`src/rtl/adm_tile_merge.sv`:
```
module adm_tile_merge #(
  parameter int NTASK = 4,
  parameter int NTILE = 4
) (
  input  logic [NTASK*NTILE-1:0] masks,
  input  logic [NTILE-1:0]       active,
  output logic [NTILE-1:0]       uni,
  output logic                   clash,
  output logic                   mismatch
);
  localparam int NPAIR = NTASK * NTASK;

  logic [NPAIR-1:0] pair_hit;

  // one overlap detector per ordered task pair, upper triangle only
  for (genvar i = 0; i < NTASK; i++) begin : g_row
    for (genvar j = 0; j < NTASK; j++) begin : g_col
      if (j > i) begin : g_live
        assign pair_hit[i*NTASK+j] = |(masks[i*NTILE +: NTILE] & masks[j*NTILE +: NTILE]);
      end else begin : g_dead
        assign pair_hit[i*NTASK+j] = 1'b0;
      end
    end
  end

  always_comb begin
    uni = '0;
    for (int t = 0; t < NTASK; t++) uni = uni | masks[t*NTILE +: NTILE];
  end

  assign clash    = |pair_hit;
  assign mismatch = (uni != active);

  // without a clash the union holds exactly as many tiles as all masks together
  always_comb begin
    int ones;
    ones = 0;
    for (int t = 0; t < NTASK; t++) ones = ones + $countones(masks[t*NTILE +: NTILE]);
    if (!clash) begin
      AST_DISJOINT_COUNT: assert ($countones(uni) == ones);
    end
  end
endmodule

```
`config.mk`:
```
export PLATFORM = sky130hd
export DESIGN_NAME = adm_tile_merge
export DESIGN_NICKNAME = d
export VERILOG_FILES = /design/src/rtl/adm_tile_merge.sv
export SDC_FILE = /design/constraint.sdc
export NUM_CORES = 1
export LEC_CHECK = 0
export BUFFER_PORTS_ARGS = -buffer_cell sky130_fd_sc_hd__buf_2
export CELL_PAD_IN_SITES_DETAIL_PLACEMENT = 1
export CELL_PAD_IN_SITES_GLOBAL_PLACEMENT = 1
export CORE_AREA = 2 2 39 41
export DETAILED_ROUTE_END_ITERATION = 12
export DIE_AREA = 0 0 41 43
export PLACE_DENSITY = 0.73
export SYNTH_ARGS = -nofsm -noshare
export SYNTH_HDL_FRONTEND = slang
export SYNTH_SLANG_ARGS = --single-unit
```
`constraint.sdc`:
```
create_clock -name vclk -period 2.2
set_input_delay 0.22 -clock vclk [all_inputs]
set_output_delay 0.22 -clock vclk [all_outputs]
set_load 0.005 [all_outputs]
```
==> results.yml, run 1 <==
synth:
  synth.distinct_cells: 10
  synthesis.area_um2: 178
  synth-seq-area-share_pct: 0
  avgSynthCellArea_um2: 7.40
  yosys_warnings: 0
  synth_fp_nets: 44
  synthCells: 24
  synth_area_leaders: "or4_4 25%, xnor2_1 20%, o21ai_0 11%"
  synth_top_area_cell: "or4_4"
  synth_top_cell_area_share_pct: 25.4
timing:
  rsz0062_at_grt: "no"
  fin_crit_ns: 1.46
  layout_worst_path_cycle_share_pct: 66.6
  slew_violations: 0
  relSlewSlack_pct: 89.0
  setup_violations: 0
  fin_setup_tns_ns: 0
  final-hold-violation-count: 0
  clock.fmax_mhz: 683
  tightest_slew_ns: 0.164
pwr:
  switching_share_pct: 43.4
  combPwrFrac_pct: 100.0
  p_int_uw: 27.6
  p_per_area_nw_per_um2: 148
  switchingPower_uw: 21.1
  clock_power_share_pct: 0
  p_leak_nw: 0.140
  power_frac_seq_pct: 0
  vdd_drop_max_mv: 0.0287
floorplan:
  die_w_um: 41
  core_area_um2: 1380
  die-area_um2: 1760
  ios: 26
  die_y_um: 43
  initial_utilization_pct: 12.8
  rows: 14
routing:
  ant_nets: 0
  via_per_inst: 4.42
  first_pass_iters: 1
  via_count: 292
  wire_per_inst_um: 9.05
  wl_um: 597
  drc: 0
  drt-initial-drc-count: 0
layout:
  n_fill_cell: 192
  clkbuf_count: 0
  layout_common_cells: "26 x buf_2, 4 x or4_4, 4 x xnor2_1, 4 x o21ai_0"
  fin_nets: 72
  flops_and_latches: 0
  syn_to_final_growth_pct: 84.5
  drive_gt1_share_pct: 60.0
  ff_latch_area_um2: 0
  num_antenna_cells: 0
  finalCoreUtilization_pct: 23.7
  final_common_cell: "buf_2"
setup_path:
  worstPathCellList: "buf_2, or4_4, xnor2_1, nand4_1, buf_2"
  cp_slowest_cell: "or4_4"
  crit_required_ns: 1.98
  critPathMaxStageDelay_ns: 0.53
  critPathCaptureType: "output port"
  start_kind: "input pin"
  worstPathMaxFanout: 3
  crit_type: "in -> out"
  crit_path_frequent_cell: "buf_2"
  arrival_ns: 1.24
global_route:
  grt_max_degree: 5
  grtUsageMet2_pct: 11.9
  grt_pass1_wl_um: 814
  grt_remaining_overflow: 0
  antenna_found_initial: 0
  grt_pass1_vias: 235
  met1_usage_pct: 6.96
  top_usage_layer: "met2"
  grt_util_met3_pct: 1.05
  gr-usage-all-layers_pct: 6.19
clock_network:
  cts-resized-gates: 0
  postCtsHoldBufs: 0
  post_cts_buffers: 0
run_status:
  status: "completed"
placed_design:
  gp_congestion: 0.616
  numPortBuffers: 26
  dp_hpwl_um: 589
job:
  drv_cap: 0
hold_path:
  hold_class: "in -> out"
metrics by stage:
step	worst slack, ns	total power [mW]	cells	hold WS (ns)	area (µm²)
2_1_floorplan	0.970	0.0191	24	0.540	178
3_3_place_gp	0.722	0.0487	66	0.745	328
3_5_place_dp	0.720	0.0495	66	0.744	328
4_1_cts	0.720	0.0495	66	0.745	328
5_1_grt	0.669	0.0544	66	0.765	328
6_report	0.735	0.0487	66	0.741	328
synthesized netlist by cell type:
cell type / count
a21oi_1: 2
xnor2_1: 4
or4_4: 4
and4_1: 1
nand4_1: 2
o21a_1: 2
o22ai_1: 2
o22a_1: 1
o21ai_0: 4
nor3_1: 2
power by group through the flow:
stage	sequential (mW)	combinational (mW)	clock, mW
after floorplan	0	0.0191	0
after global placement	0	0.0487	0
after detailed placement	0	0.0495	0
after CTS	0	0.0495	0
after global routing	0	0.0544	0
final	0	0.0487	0
worst max-delay path, delay by kind of cell:
kind / cells / cell delay, ns
buf+inv: 2 / 0.24
xor+xnor: 1 / 0.15
simple gates: 2 / 0.63
final timing paths:
check	cells past startpoint	from	slack (ns)	endpoint
hold / removal	4	active[0]	0.74	mismatch
setup / recovery	5	masks[5]	0.74	mismatch
final cells by class:
type               instances  area [µm²]  share of cell area, %
multi-input cells         24         178                   54.2
repair buffers            26         130                   39.7
well taps                 16        20.0                   6.11
routing by layer:
layer / part of all wire, % / wire, µm
met1: 36 / 216
met2: 53 / 315
met3: 11 / 66
met4: 0 / 0
met5: 0 / 0
cell families after synthesis:
| family | Yosys count | synth area share, % |
|---|---|---|
| compound gates | 11 | 37.3 |
| xor+xnor | 4 | 19.7 |
| simple gates | 9 | 43.0 |
No activity file was read; power rests on OpenSTA's default activity.
==> run 2: changes to the inputs <==
--- a/config.mk
+++ b/config.mk
@@ -5,13 +5,14 @@
 export SDC_FILE = /design/constraint.sdc
 export NUM_CORES = 1
 export LEC_CHECK = 0
+export ABC_AREA = 1
 export BUFFER_PORTS_ARGS = -buffer_cell sky130_fd_sc_hd__buf_2
 export CELL_PAD_IN_SITES_DETAIL_PLACEMENT = 1
 export CELL_PAD_IN_SITES_GLOBAL_PLACEMENT = 1
 export CORE_AREA = 2 2 39 41
 export DETAILED_ROUTE_END_ITERATION = 12
 export DIE_AREA = 0 0 41 43
-export PLACE_DENSITY = 0.73
+export PLACE_DENSITY = 0.86
 export SYNTH_ARGS = -nofsm -noshare
 export SYNTH_HDL_FRONTEND = slang
 export SYNTH_SLANG_ARGS = --single-unit
==> constraint.sdc (replaced) <==
create_clock -name vclk -period 1.5
set_input_delay 0.15 -clock vclk [all_inputs]
set_output_delay 0.15 -clock vclk [all_outputs]
set_load 0.005 [all_outputs]
==> results.yml, run 2 <==
floorplan:
  ios: 26
  rows: 14
  die_y_um: 43
  initial_utilization_pct: 17.2
  die_w_um: 41
  core_area_um2: 1380
  die-area_um2: 1760
layout:
  finalCoreUtilization_pct: 28.0
  final_common_cell: "buf_2"
  flops_and_latches: 0
  final_cells: 95
  fin_nets: 101
  final_cell_area_um2: 388
  layout_common_cells: "26 x buf_2, 18 x nand2_1, 12 x o21ai_0"
  num_antenna_cells: 0
  drive_gt1_share_pct: 41.8
  ff_latch_area_um2: 0
  n_fill_cell: 206
  clkbuf_count: 0
  syn_to_final_growth_pct: 63.2
pwr:
  p_per_area_nw_per_um2: 224
  power_uw: 86.9
  vdd_drop_max_mv: 0.0518
  p_leak_nw: 0.209
setup_path:
  worstPathMaxFanout: 3
  critPathCaptureType: "output port"
  arrival_ns: 0.86
  crit_type: "in -> out"
  start_kind: "input pin"
  crit_required_ns: 1.35
placed_design:
  gp_congestion: 0.617
  preCtsSetupSlack_ns: 0.473
  placed_area_um2: 388
  dp_hpwl_um: 876
  dp_cells: 95
  numPortBuffers: 26
timing:
  fin_crit_ns: 1.01
  final-hold-violation-count: 0
  worst_slack_ns: 0.486
  rsz0062_at_grt: "no"
  whs_ns: 0.599
  relSlewSlack_pct: 86.8
  tightest_slew_ns: 0.196
  setup_violations: 0
  fin_setup_tns_ns: 0
  clock.fmax_mhz: 986
  layout_worst_path_cycle_share_pct: 67.6
  slew_violations: 0
synth:
  synth_top_family_by_area: "simple AND/OR/NAND/NOR gates"
  ys_top_cells_by_count: "18 x nand2_1, 12 x o21ai_0, 7 x nor2_1"
  synth.distinct_cells: 7
  synthMuxAreaShare_pct: 0
  synth_xor_area_share_pct: 0
  synthesis.area_um2: 238
  synth_most_common_cell: "nand2_1"
  synth_fp_nets: 73
  synth_simple_gate_area_share_pct: 68.4
  synthCells: 53
  synth_top_area_cell: "nand2_1"
  synth_fa_ha_area_share_pct: 0
  synth_compound_area_share_pct: 25.3
  avgSynthCellArea_um2: 4.49
  synth-seq-area-share_pct: 0
  synth_top_cell_area_share_pct: 28.4
  synth_area_leaders: "nand2_1 28%, o21ai_0 25%, nor2_2 16%"
  yosys_warnings: 0
routing:
  via_per_inst: 4.51
  drc: 0
  dr.max_layer_used: "met3"
  via_count: 428
  dr_wl_met2_um: 550
  met3WireLength_um: 61
  wl_met1_um: 325
  wire_per_inst_um: 9.86
  first_pass_iters: 2
  wl_um: 937
  ant_nets: 0
  drt-initial-drc-count: 1
global_route:
  gr-usage-all-layers_pct: 12.3
  grt_max_degree: 5
  grt_pass1_vias: 443
  antenna_found_initial: 0
  grt_remaining_overflow: 0
  grt_pass1_wl_um: 1630
clock_network:
  cts-resized-gates: 0
  post_cts_buffers: 0
  postCtsHoldBufs: 0
hold_path:
  hold_class: "in -> out"
  whs_endpoint: "uni[0]"
  min_from: "masks[4]"
  hold_path_depth: 4
run_status:
  status: "completed"
job:
  drv_cap: 0
==> run 2: area by class of cell <==
| type | instances | area, µm² | share of cell area, % |
|---|---|---|---|
| Multi-Input combinational cell | 49 | 223 | 57.4 |
| Timing Repair Buffer | 26 | 130 | 33.5 |
| Tap cell | 16 | 20.0 | 5.16 |
| Inverter | 4 | 15.0 | 3.87 |
==> run 2: worst max path at each step <==
stage                     slack (ns)  depth (start not counted)      from  endpoint
after floorplan                 0.77                          6  masks[7]  mismatch
after global placement          0.48                          8  masks[7]  mismatch
after detailed placement        0.47                          8  masks[7]  mismatch
after CTS                       0.47                          8  masks[7]  mismatch
after global routing            0.38                          8  masks[2]  mismatch
final                           0.49                          8  masks[2]  mismatch
==> run 2: power breakdown <==
| group | switching [mW] | internal [mW] |
|---|---|---|
| Sequential | 0 | 0 |
| Combinational | 0.0479 | 0.0390 |
| Clock | 0 | 0 |
==> run 2: layer usage <==
layer	global-route usage [%]	vias to the layer above
met2	26.3	14
met5	0	-
li1	-	225
met4	0	0
met3	0	0
met1	12.3	189
==> run 2: cells by family (layout without fill, tap and decap cells) <==
family,Yosys count,in the layout
compound gates,12,12
buf+inv,4,30
simple gates,37,37
==> run 2: worst max-delay path, stage by stage <==
cell and delay (ns):
buf_2 0.11, nor2_1 0.15, nand2_1 0.10, nand2_1 0.06
nand2_1 0.04, nor2_1 0.08, nand2_1 0.05, buf_2 0.12
==> run 3: changes to the inputs <==
--- a/config.mk
+++ b/config.mk
@@ -5,14 +5,14 @@
 export SDC_FILE = /design/constraint.sdc
 export NUM_CORES = 1
 export LEC_CHECK = 0
-export ABC_AREA = 1
+export ABC_AREA = 0
 export BUFFER_PORTS_ARGS = -buffer_cell sky130_fd_sc_hd__buf_2
 export CELL_PAD_IN_SITES_DETAIL_PLACEMENT = 1
 export CELL_PAD_IN_SITES_GLOBAL_PLACEMENT = 1
 export CORE_AREA = 2 2 39 41
 export DETAILED_ROUTE_END_ITERATION = 12
 export DIE_AREA = 0 0 41 43
-export PLACE_DENSITY = 0.86
+export PLACE_DENSITY = 0.73
 export SYNTH_ARGS = -nofsm -noshare
 export SYNTH_HDL_FRONTEND = slang
 export SYNTH_SLANG_ARGS = --single-unit
==> constraint.sdc (replaced) <==
create_clock -name vclk -period 1.1
set_input_delay 0.11 -clock vclk [all_inputs]
set_output_delay 0.11 -clock vclk [all_outputs]
set_load 0.005 [all_outputs]
==> results.yml, run 3 (same netlist as run 1, synthesis figures left out) <==
run_status:
  status: "finished, violations left"
  violations: "negative setup slack"
layout:
  fin_nets: 79
  flops_and_latches: 0
  drive_gt1_share_pct: 70.2
  clkbuf_count: 0
  final_cell_area_um2: 428
  n_fill_cell: 178
  finalCoreUtilization_pct: 30.9
  syn_to_final_growth_pct: 141
  final_common_cell: "buf_2"
  ff_latch_area_um2: 0
  num_antenna_cells: 0
  layout_common_cells: "22 x buf_2, 7 x buf_4, 4 x or4_4, 4 x o21ai_0, 4 x buf_6"
floorplan:
  die-area_um2: 1760
  ios: 26
  initial_utilization_pct: 12.8
  die_y_um: 43
  rows: 14
  die_w_um: 41
  core_area_um2: 1380
routing:
  drt-initial-drc-count: 0
  wl_um: 761
  drc: 0
  via_count: 330
  first_pass_iters: 1
  ant_nets: 0
  wire_per_inst_um: 10.4
  via_per_inst: 4.52
setup_path:
  worstPathCellList: "buf_2, or4_4, xnor2_1, nand4_1, buf_2"
  cp_top_family: "simple AND/OR/NAND/NOR gates"
  crit_type: "in -> out"
  cp_num_buf_inv: 2
  start_kind: "input pin"
  worstPathMaxFanout: 2
  critPathMaxStageDelay_ns: 0.54
  crit_path_frequent_cell: "buf_2"
  critPathCaptureType: "output port"
  crit_required_ns: 0.99
  arrival_ns: 1.12
  cp_slowest_cell: "or4_4"
pwr:
  combPwrFrac_pct: 100.0
  p_int_uw: 84.2
  power_frac_seq_pct: 0
  switching_share_pct: 37.4
  clock_power_share_pct: 0
  vdd_drop_max_mv: 0.0768
  p_per_area_nw_per_um2: 314
  p_leak_nw: 0.202
  switchingPower_uw: 50.3
job:
  drv_cap: 0
placed_design:
  gp_congestion: 0.659
  placed_area_um2: 380
  numPortBuffers: 26
global_route:
  grt_max_degree: 5
  gr-usage-all-layers_pct: 8.59
  antenna_found_initial: 0
  grt_pass1_wl_um: 1120
  grt_remaining_overflow: 0
  grt_pass1_vias: 315
timing:
  layout_worst_path_cycle_share_pct: 112
  final-hold-violation-count: 0
  whs_ns: 0.520
  slew_violations: 0
  relSlewSlack_pct: 89.5
  rsz0062_at_grt: "yes"
  clock.fmax_mhz: 814
  fin_crit_ns: 1.23
  setup_violations: 1
  tightest_slew_ns: 0.155
  worst_slack_ns: -0.128
hold_path:
  hold_class: "in -> out"
-- run 3: changes by cell type in the layout (fill, tap and decap cells not counted), sizes merged, moves of 4 or more --
cell,previous run,this run
nand3,5,0
or4,0,4
inv,4,0
buf,26,33
nand2,19,0
o21ai,12,4
nor2,13,0
xnor2,0,4
-- run 3: final cells by class --
class | count | area [µm²] | share of cell area (%)
well taps | 16 | 20.0 | 4.68
repair buffers | 33 | 208 | 48.5
multi-input cells | 24 | 200 | 46.8
-- run 3: final timing paths --
kind | start | end | slack [ns] | cells past startpoint
max | masks[7] | mismatch | -0.13 | 5
min | masks[5] | uni[1] | 0.52 | 3
-- run 3: stage by stage --
step	TNS [ns]	total power, mW	worst slack, ns	std cells
floorplan	0	0.0383	0.0897	24
global placement	-0.153	0.116	-0.153	73
detailed placement	-0.159	0.119	-0.159	73
CTS	-0.140	0.133	-0.140	74
global route	-0.183	0.148	-0.183	73
finish	-0.128	0.135	-0.128	73
-- run 3: timing repair --
item                                    4_1_cts  5_1_grt
hold buffers                                  0        0
setup buffers                                 1        0
endpoints found under the setup margin        1        2
pin swaps                                     3        4
resized for setup                             5        2
gates cloned                                  0        0
-- run 3: routing by layer --
layer | global-route usage, % | part of all wire (%) | vias to the layer above
met4 | 0 | 0 | 0
met5 | 0 | 0 | -
met1 | 7.59 | 33 | 149
li1 | - | - | 169
met3 | 0 | 6.3 | 0
met2 | 19.4 | 61 | 12
-- run 3: power groups by stage --
| stage | clock (mW) | sequential [mW] | combinational, mW |
|---|---|---|---|
| global placement | 0 | 0 | 0.116 |
| detailed placement | 0 | 0 | 0.119 |
| global route | 0 | 0 | 0.148 |
| floorplan | 0 | 0 | 0.0383 |
| CTS | 0 | 0 | 0.133 |
| finish | 0 | 0 | 0.135 |
-- run 3: tightest hold or removal path, delay by kind of cell --
family	cells	cell delay (ns)
buffers and inverters	2	0.18
AND/OR/NAND/NOR	1	0.12
